===== src/rtl/ffc_pkg.sv =====
package ffc_pkg;

    // Bundle of the status inputs carried through the synchronizer.
    typedef struct packed {
        logic en;
        logic sup_ok;
        logic ilim;
        logic otemp;
        logic cooled;
    } ffc_status_t;

    localparam int STATUS_W = $bits(ffc_status_t);

endpackage


===== src/rtl/ffc_sync.sv =====
module ffc_sync #(
    parameter int WIDTH  = 5,
    parameter int STAGES = 2
) (
    input  logic             clk,
    input  logic             rst_n,
    input  logic [WIDTH-1:0] din_i,
    output logic [WIDTH-1:0] dout_o
);

    logic [WIDTH-1:0] stg_d [STAGES];
    logic [WIDTH-1:0] stg_q [STAGES];

    always_comb begin
        stg_d[0] = din_i;
        for (int i = 1; i < STAGES; i++) begin
            stg_d[i] = stg_q[i-1];
        end
    end

    for (genvar g = 0; g < STAGES; g++) begin : g_stage
        always_ff @(posedge clk or negedge rst_n) begin
            if (!rst_n) begin
                stg_q[g] <= '0;
            end else begin
                stg_q[g] <= stg_d[g];
            end
        end
    end

    assign dout_o = stg_q[STAGES-1];


    sync_shift_chk: assert property (@(posedge clk) disable iff (!rst_n)
        $past(rst_n) |-> stg_q[0] == $past(din_i));

endmodule


===== src/rtl/ffc_thermal.sv =====
module ffc_thermal (
    input  logic clk,
    input  logic rst_n,
    input  logic active_i,
    input  logic ilim_i,
    input  logic otemp_i,
    input  logic cooled_i,
    output logic shutdown_o
);

    typedef struct packed {
        logic sd;
    } therm_t;

    therm_t cur_q, nxt_d;

    always_comb begin
        nxt_d = cur_q;
        if (active_i && ilim_i && otemp_i) begin
            nxt_d.sd = 1'b1;
        end else if (cooled_i) begin
            nxt_d.sd = 1'b0;
        end
    end

    always_ff @(posedge clk or negedge rst_n) begin
        if (!rst_n) begin
            cur_q <= '0;
        end else begin
            cur_q <= nxt_d;
        end
    end

    assign shutdown_o = cur_q.sd;


    trip_cause_chk: assert property (@(posedge clk) disable iff (!rst_n)
        $rose(cur_q.sd) |-> $past(active_i && ilim_i && otemp_i));


    hold_until_cool_chk: assert property (@(posedge clk) disable iff (!rst_n)
        (cur_q.sd && !cooled_i) |=> cur_q.sd);

endmodule


===== src/rtl/ffc_deglitch.sv =====
module ffc_deglitch #(
    parameter int CYC = 16
) (
    input  logic clk,
    input  logic rst_n,
    input  logic active_i,
    input  logic cond_i,
    input  logic bypass_i,
    output logic flag_o
);

    localparam int CNT_W = (CYC > 1) ? $clog2(CYC) : 1;
    localparam logic [CNT_W-1:0] LAST = CNT_W'(CYC - 1);

    typedef struct packed {
        logic             flag;
        logic [CNT_W-1:0] cnt;
    } dg_t;

    dg_t cur_q, nxt_d;
    logic at_last;

    assign at_last = (cur_q.cnt == LAST);

    always_comb begin
        nxt_d = cur_q;
        if (!active_i) begin
            nxt_d.flag = 1'b0;
            nxt_d.cnt  = '0;
        end else if (!cur_q.flag) begin
            if (bypass_i) begin
                nxt_d.flag = 1'b1;
                nxt_d.cnt  = '0;
            end else if (cond_i) begin
                if (at_last) begin
                    nxt_d.flag = 1'b1;
                    nxt_d.cnt  = '0;
                end else begin
                    nxt_d.cnt = cur_q.cnt + 1'b1;
                end
            end else begin
                nxt_d.cnt = '0;
            end
        end else begin
            if (!cond_i) begin
                if (at_last) begin
                    nxt_d.flag = 1'b0;
                    nxt_d.cnt  = '0;
                end else begin
                    nxt_d.cnt = cur_q.cnt + 1'b1;
                end
            end else begin
                nxt_d.cnt = '0;
            end
        end
    end

    always_ff @(posedge clk or negedge rst_n) begin
        if (!rst_n) begin
            cur_q <= '0;
        end else begin
            cur_q <= nxt_d;
        end
    end

    assign flag_o = cur_q.flag;


    cnt_range_chk: assert property (@(posedge clk) disable iff (!rst_n)
        cur_q.cnt <= LAST);


    no_accumulate_chk: assert property (@(posedge clk) disable iff (!rst_n)
        (active_i && !cur_q.flag && !cond_i) |=> cur_q.cnt == '0);


    release_restart_chk: assert property (@(posedge clk) disable iff (!rst_n)
        (active_i && cur_q.flag && cond_i) |=> (cur_q.flag && cur_q.cnt == '0));


    rise_cause_chk: assert property (@(posedge clk) disable iff (!rst_n)
        $rose(cur_q.flag) |-> $past(bypass_i || at_last));


    inactive_clear_chk: assert property (@(posedge clk) disable iff (!rst_n)
        !active_i |=> (!cur_q.flag && cur_q.cnt == '0));

endmodule


===== src/rtl/fault_flag_ctrl.sv =====
module fault_flag_ctrl #(
    parameter int DEGLITCH_CYC = 1_125_000,
    parameter int SYNC_STAGES  = 2
) (
    input  logic clk,
    input  logic rst_n,
    input  logic en_i,
    input  logic supply_ok_i,
    input  logic ilim_i,
    input  logic otemp_i,
    input  logic cooled_i,
    output logic flag_pull_o,
    output logic switch_on_o
);

    import ffc_pkg::*;

    ffc_status_t raw_s, syn_s;
    logic [STATUS_W-1:0] syn_bits;
    logic active_s;
    logic shutdown_s;
    logic fault_cond_s;
    logic hot_trip_s;
    logic flag_s;

    always_comb begin
        raw_s.en     = en_i;
        raw_s.sup_ok = supply_ok_i;
        raw_s.ilim   = ilim_i;
        raw_s.otemp  = otemp_i;
        raw_s.cooled = cooled_i;
    end

    ffc_sync #(
        .WIDTH  (STATUS_W),
        .STAGES (SYNC_STAGES)
    ) u_sync (
        .clk    (clk),
        .rst_n  (rst_n),
        .din_i  (raw_s),
        .dout_o (syn_bits)
    );

    assign syn_s        = ffc_status_t'(syn_bits);
    assign active_s     = syn_s.en && syn_s.sup_ok;
    assign hot_trip_s   = syn_s.ilim && syn_s.otemp;
    assign fault_cond_s = syn_s.ilim || shutdown_s;

    ffc_thermal u_thermal (
        .clk        (clk),
        .rst_n      (rst_n),
        .active_i   (active_s),
        .ilim_i     (syn_s.ilim),
        .otemp_i    (syn_s.otemp),
        .cooled_i   (syn_s.cooled),
        .shutdown_o (shutdown_s)
    );

    ffc_deglitch #(
        .CYC (DEGLITCH_CYC)
    ) u_deglitch (
        .clk      (clk),
        .rst_n    (rst_n),
        .active_i (active_s),
        .cond_i   (fault_cond_s),
        .bypass_i (hot_trip_s),
        .flag_o   (flag_s)
    );

    // Gating with the live enable lets the pin release in the same cycle the switch is commanded off.
    assign flag_pull_o = flag_s && active_s;
    assign switch_on_o = active_s && !shutdown_s;


    uvlo_quiet_chk: assert property (@(posedge clk) disable iff (!rst_n)
        !syn_s.sup_ok |-> (!flag_pull_o && !switch_on_o));


    shutdown_off_chk: assert property (@(posedge clk) disable iff (!rst_n)
        shutdown_s |-> !switch_on_o);

endmodule


===== config.mk =====
export PLATFORM = sky130hd
export DESIGN_NAME = fault_flag_ctrl
export DESIGN_NICKNAME = d
export VERILOG_FILES = /design/src/rtl/ffc_pkg.sv /design/src/rtl/ffc_sync.sv /design/src/rtl/ffc_thermal.sv /design/src/rtl/ffc_deglitch.sv /design/src/rtl/fault_flag_ctrl.sv
export SDC_FILE = /design/constraint.sdc
export NUM_CORES = 1
export LEC_CHECK = 0
export BUFFER_PORTS_ARGS = -buffer_cell sky130_fd_sc_hd__buf_2
export CELL_PAD_IN_SITES_DETAIL_PLACEMENT = 1
export CELL_PAD_IN_SITES_GLOBAL_PLACEMENT = 2
export CORE_ASPECT_RATIO = 0.9
export CORE_MARGIN = 3
export CORE_UTILIZATION = 42
export CTS_CLUSTER_DIAMETER = 200
export DETAILED_ROUTE_END_ITERATION = 10
export GPL_TIMING_DRIVEN = 1
export PLACE_DENSITY_LB_ADDON = 0.1
export SLEW_MARGIN = 20
export SYNTH_ARGS = -nofsm -noshare
export SYNTH_HDL_FRONTEND = slang
export SYNTH_HIERARCHICAL = 1
export SYNTH_SLANG_ARGS = --single-unit

===== constraint.sdc =====
create_clock -name clk -period 5.17 [get_ports clk]
set_input_delay 1.034 -clock clk [delete_from_list [all_inputs] [get_ports clk]]
set_output_delay 1.034 -clock clk [all_outputs]
set_load 0.005 [all_outputs]

==> results.md <==
* Status: finished clean
* Drt wl/cell at between 15 and 20 um
* Ant. Diodes at 0
* Area grow syn2layout at 13.8%
* Int Power at 0.462 mW
* Max rail drop VDD at roughly 0.20 mV
* Gr usage total at 17.5%
* Worst Setup Path Type: flip-flop to flip-flop
* Vias per cell at between 5 and 6
* Net Sw Power at around 0.12 mW
* CTS clk-pin slew, worst paths at ~0.07 ns
* Gr ovfl total at 0
* Root buf cell: clkbuf_8
* RSZ-0062 raised after global routing: false
* Worst Setup End Kind: flip-flop
* Worst Hold Class: flip-flop to flip-flop
* Final hold vios at 0
* Register bit total from synthesis at 33
* CORE AREA at ~3200 sq um
* YS warnings at 6
* Largest net degree at the start of global routing at 34
* CP required at 5.31 ns
* Die H at roughly 63 um
* Final Non-Filler Cells at between 150 and 200
* Clk_skew at ~0.0036 ns
* Clock group share of total power at around half
* Setup TNS at 0 ns
* Comb power frac at about 2.7%
* First-pass detailed-route iteration total at 4
* Final ANT Viol Nets at 0
* Reg power frac at between 40 and 50%
* Slew of the pin with the lowest slew margin at a little over 0.9 ns
* Startpoint types: flip-flop
* Clk sinks at 33
* CTS tree: done
* Vias post-DR at 1098
* Endpoints failing setup at 0
* Total die area at ~4300 sq um
* Total wire length at around 3300 um
* Peak Freq at 465 MHz
* Vias in the first global route at approximately 1100
* Syn nets at 150
* Top-area cell type share of the netlist area at approximately 55%
* Distinct cells, synth at 32
* Synth area leader: dfrtp_1
* Gate Count Post-Synth at approximately 140
* Hold path startpoint: u_sync/stg_d[3]$_DFF_PN0_
* Worst path arrival time at ~2.3 ns
* # nets final at around 160
* Longest Clk Path Bufs at 2
* CP startpoint: u_deglitch/cur_q[0]$_DFF_PN0_
* Final Power at 0.579 mW
* Pwr/cell area at 340 nW/um^2
* Worst Hold Depth at 0
* Cell Area, Synth at about 1500 sq um
* # resized after CTS at 0
* Min-Delay Endpoint: u_sync/dout_o[3]$_DFF_PN0_
* Initial Utilization at 46.3%
* R2R Path End: u_deglitch/cur_q[8]$_DFF_PN0_
* Fraction of layout cells with a size suffix above 1 at 13.7%
* Post-route clock period utilization at a little over two fifths
* Crit-path max FO at 21
* Number of port buffers at 8
* Net Sw Frac at between 20% and 30%
* Die Wd at 68.9 um
* Area contributors post-synth: dfrtp_1, xor2_1, nand3_1, nor2_1, or3_1
* Crit path time final at 2.15 ns
* DRC violations left at 0
* Placed Cells at around 190
* P_leak at approximately 0.69 nW
* Final core occ at between 50 and 60%
* Max-slew headroom at a little under two fifths
* DP HPWL at around 2200 um
* Row Count at 19
* Num CTS Buffers at 5
* FF-to-FF path depth at 5
* H-tree depth at 2
* Hold buffers post-CTS at 0
* Io pins at 9
* Fin. max-slew vios at 0
* Launch point of the worst reg-to-reg path: u_deglitch/cur_q[0]$_DFF_PN0_
* Post-CTS setup buffers at 0
* Final GP Congestion at around 0.75
* Maxcap violations at 0
* Initial antenna violation count at 0
* Synth Area per Inst at approximately 11 sq um
* Seq/Total Area, Yosys at roughly 55%
* FF-to-FF setup slack at ~3.0 ns
* Detailed Route Iter0 Violations at 73
* Clk Latency, worst-skew pair at between 0.2 and 0.3 ns
* Global-route wire length before repair at 5510 um
==> logic make-up (layout without fill, tap and decap cells) <==
kind of cell    Yosys count  after routing  synth area share, %
buf+inv                   8             20                 2.59
compound gates           20             20                 8.02
flops                    33             33                 55.1
simple gates             66             66                 25.6
fa+ha+maj                 2              2                 1.67
xor+xnor                 12             12                 7.02
==> cells in the final DEF, fill, tap and decap left out, types with 2 or more instances in the layout <==
cell and count:
a21oi_1 7, and2_1 2, and3_1 2, and4_1 4, buf_2 8, bufinv_16 2, clkbuf_8 5, dfrtp_1 33
ha_1 2, inv_1 4, nand2_1 7, nand3_1 12, nand4_1 6, nor2_1 15, nor4_1 2, nor4bb_1 3
o21ai_0 7, or3_1 7, xnor2_1 3, xor2_1 9
==> power groups by stage <==
| stage | logic [mW] | registers [mW] | clock network (mW) |
|---|---|---|---|
| floorplan | 0.00746 | 0.270 | 0 |
| global placement | 0.0156 | 0.271 | 0 |
| detailed placement | 0.0162 | 0.271 | 0 |
| CTS | 0.0164 | 0.266 | 0.303 |
| global route | 0.0181 | 0.267 | 0.321 |
| finish | 0.0156 | 0.266 | 0.298 |
==> worst max-delay path, stage by stage, from the launching register on <==
cell,delay (ns)
dfrtp_1,0.46
ha_1,0.23
and4bb_2,0.24
nand3_1,0.15
o211ai_2,0.77
nor2_1,0.14
==> state kept, by name, indices dropped and copies added, names as in the netlist <==
name / count
u_deglitch/cur_q: 21
u_deglitch/flag_o: 1
u_sync/dout_o: 5
u_sync/stg_d: 5
u_thermal/shutdown_o: 1
==> Yosys cell counts, drive strengths merged <==
| master | count |
|---|---|
| nor4bb | 3 |
| xnor2 | 3 |
| nand2 | 7 |
| or3 | 7 |
| dfrtp | 33 |
| o211ai | 1 |
| and3b | 1 |
| nor2 | 15 |
| and3 | 2 |
| and4 | 5 |
| nand3 | 12 |
| a2bb2oi | 1 |
| nand4 | 6 |
| or4 | 1 |
| and2 | 2 |
| o31ai | 1 |
| xor2 | 9 |
| inv | 4 |
| buf | 2 |
| and4bb | 1 |
| a21boi | 1 |
| or2 | 1 |
| or3b | 1 |
| ha | 2 |
| a21oi | 7 |
| o21ai | 9 |
| clkbuf | 2 |
| nor4 | 2 |
==> cell type report <==
cell class,count,area (sq um)
multi-input cells,100,633
flip-flops and latches,33,826
clock buffers,5,68.8
clock inverters,3,68.8
inverters,4,15.0
well taps,42,52.6
fillers,374,1530
repair buffers,8,40.0
==> stage by stage <==
stage	instance area (sq um)	worst slack, ns	hold slack [ns]
3_5_place_dp	1570	3.02	0.337
3_3_place_gp	1570	3.11	0.333
5_1_grt	1700	2.72	0.371
2_1_floorplan	1500	3.54	0.331
6_report	1700	3.02	0.352
4_1_cts	1700	2.98	0.355
==> worst max path at each step <==
| stage | endpoint | slack, ns | cells past startpoint |
|---|---|---|---|
| after floorplan | u_deglitch/cur_q[17]$_DFF_PN0_ | 3.54 | 5 |
| after detailed placement | u_deglitch/cur_q[2]$_DFF_PN0_ | 3.02 | 5 |
| after CTS | u_deglitch/cur_q[2]$_DFF_PN0_ | 2.98 | 5 |
| final | u_deglitch/cur_q[8]$_DFF_PN0_ | 3.02 | 5 |
| after global placement | u_deglitch/cur_q[12]$_DFF_PN0_ | 3.11 | 5 |
| after global routing | u_deglitch/cur_q[8]$_DFF_PN0_ | 2.72 | 5 |
==> metal layers <==
metal | global-route usage, % | vias to the layer above | part of all wire [%]
li1 | - | 526 | -
met1 | 22.8 | 555 | 47
met2 | 26.5 | 13 | 48
met3 | 5.40 | 4 | 3.1
met4 | 7.30 | 0 | 1.5
met5 | 0 | - | 0
No activity file was read; power rests on OpenSTA's default activity.
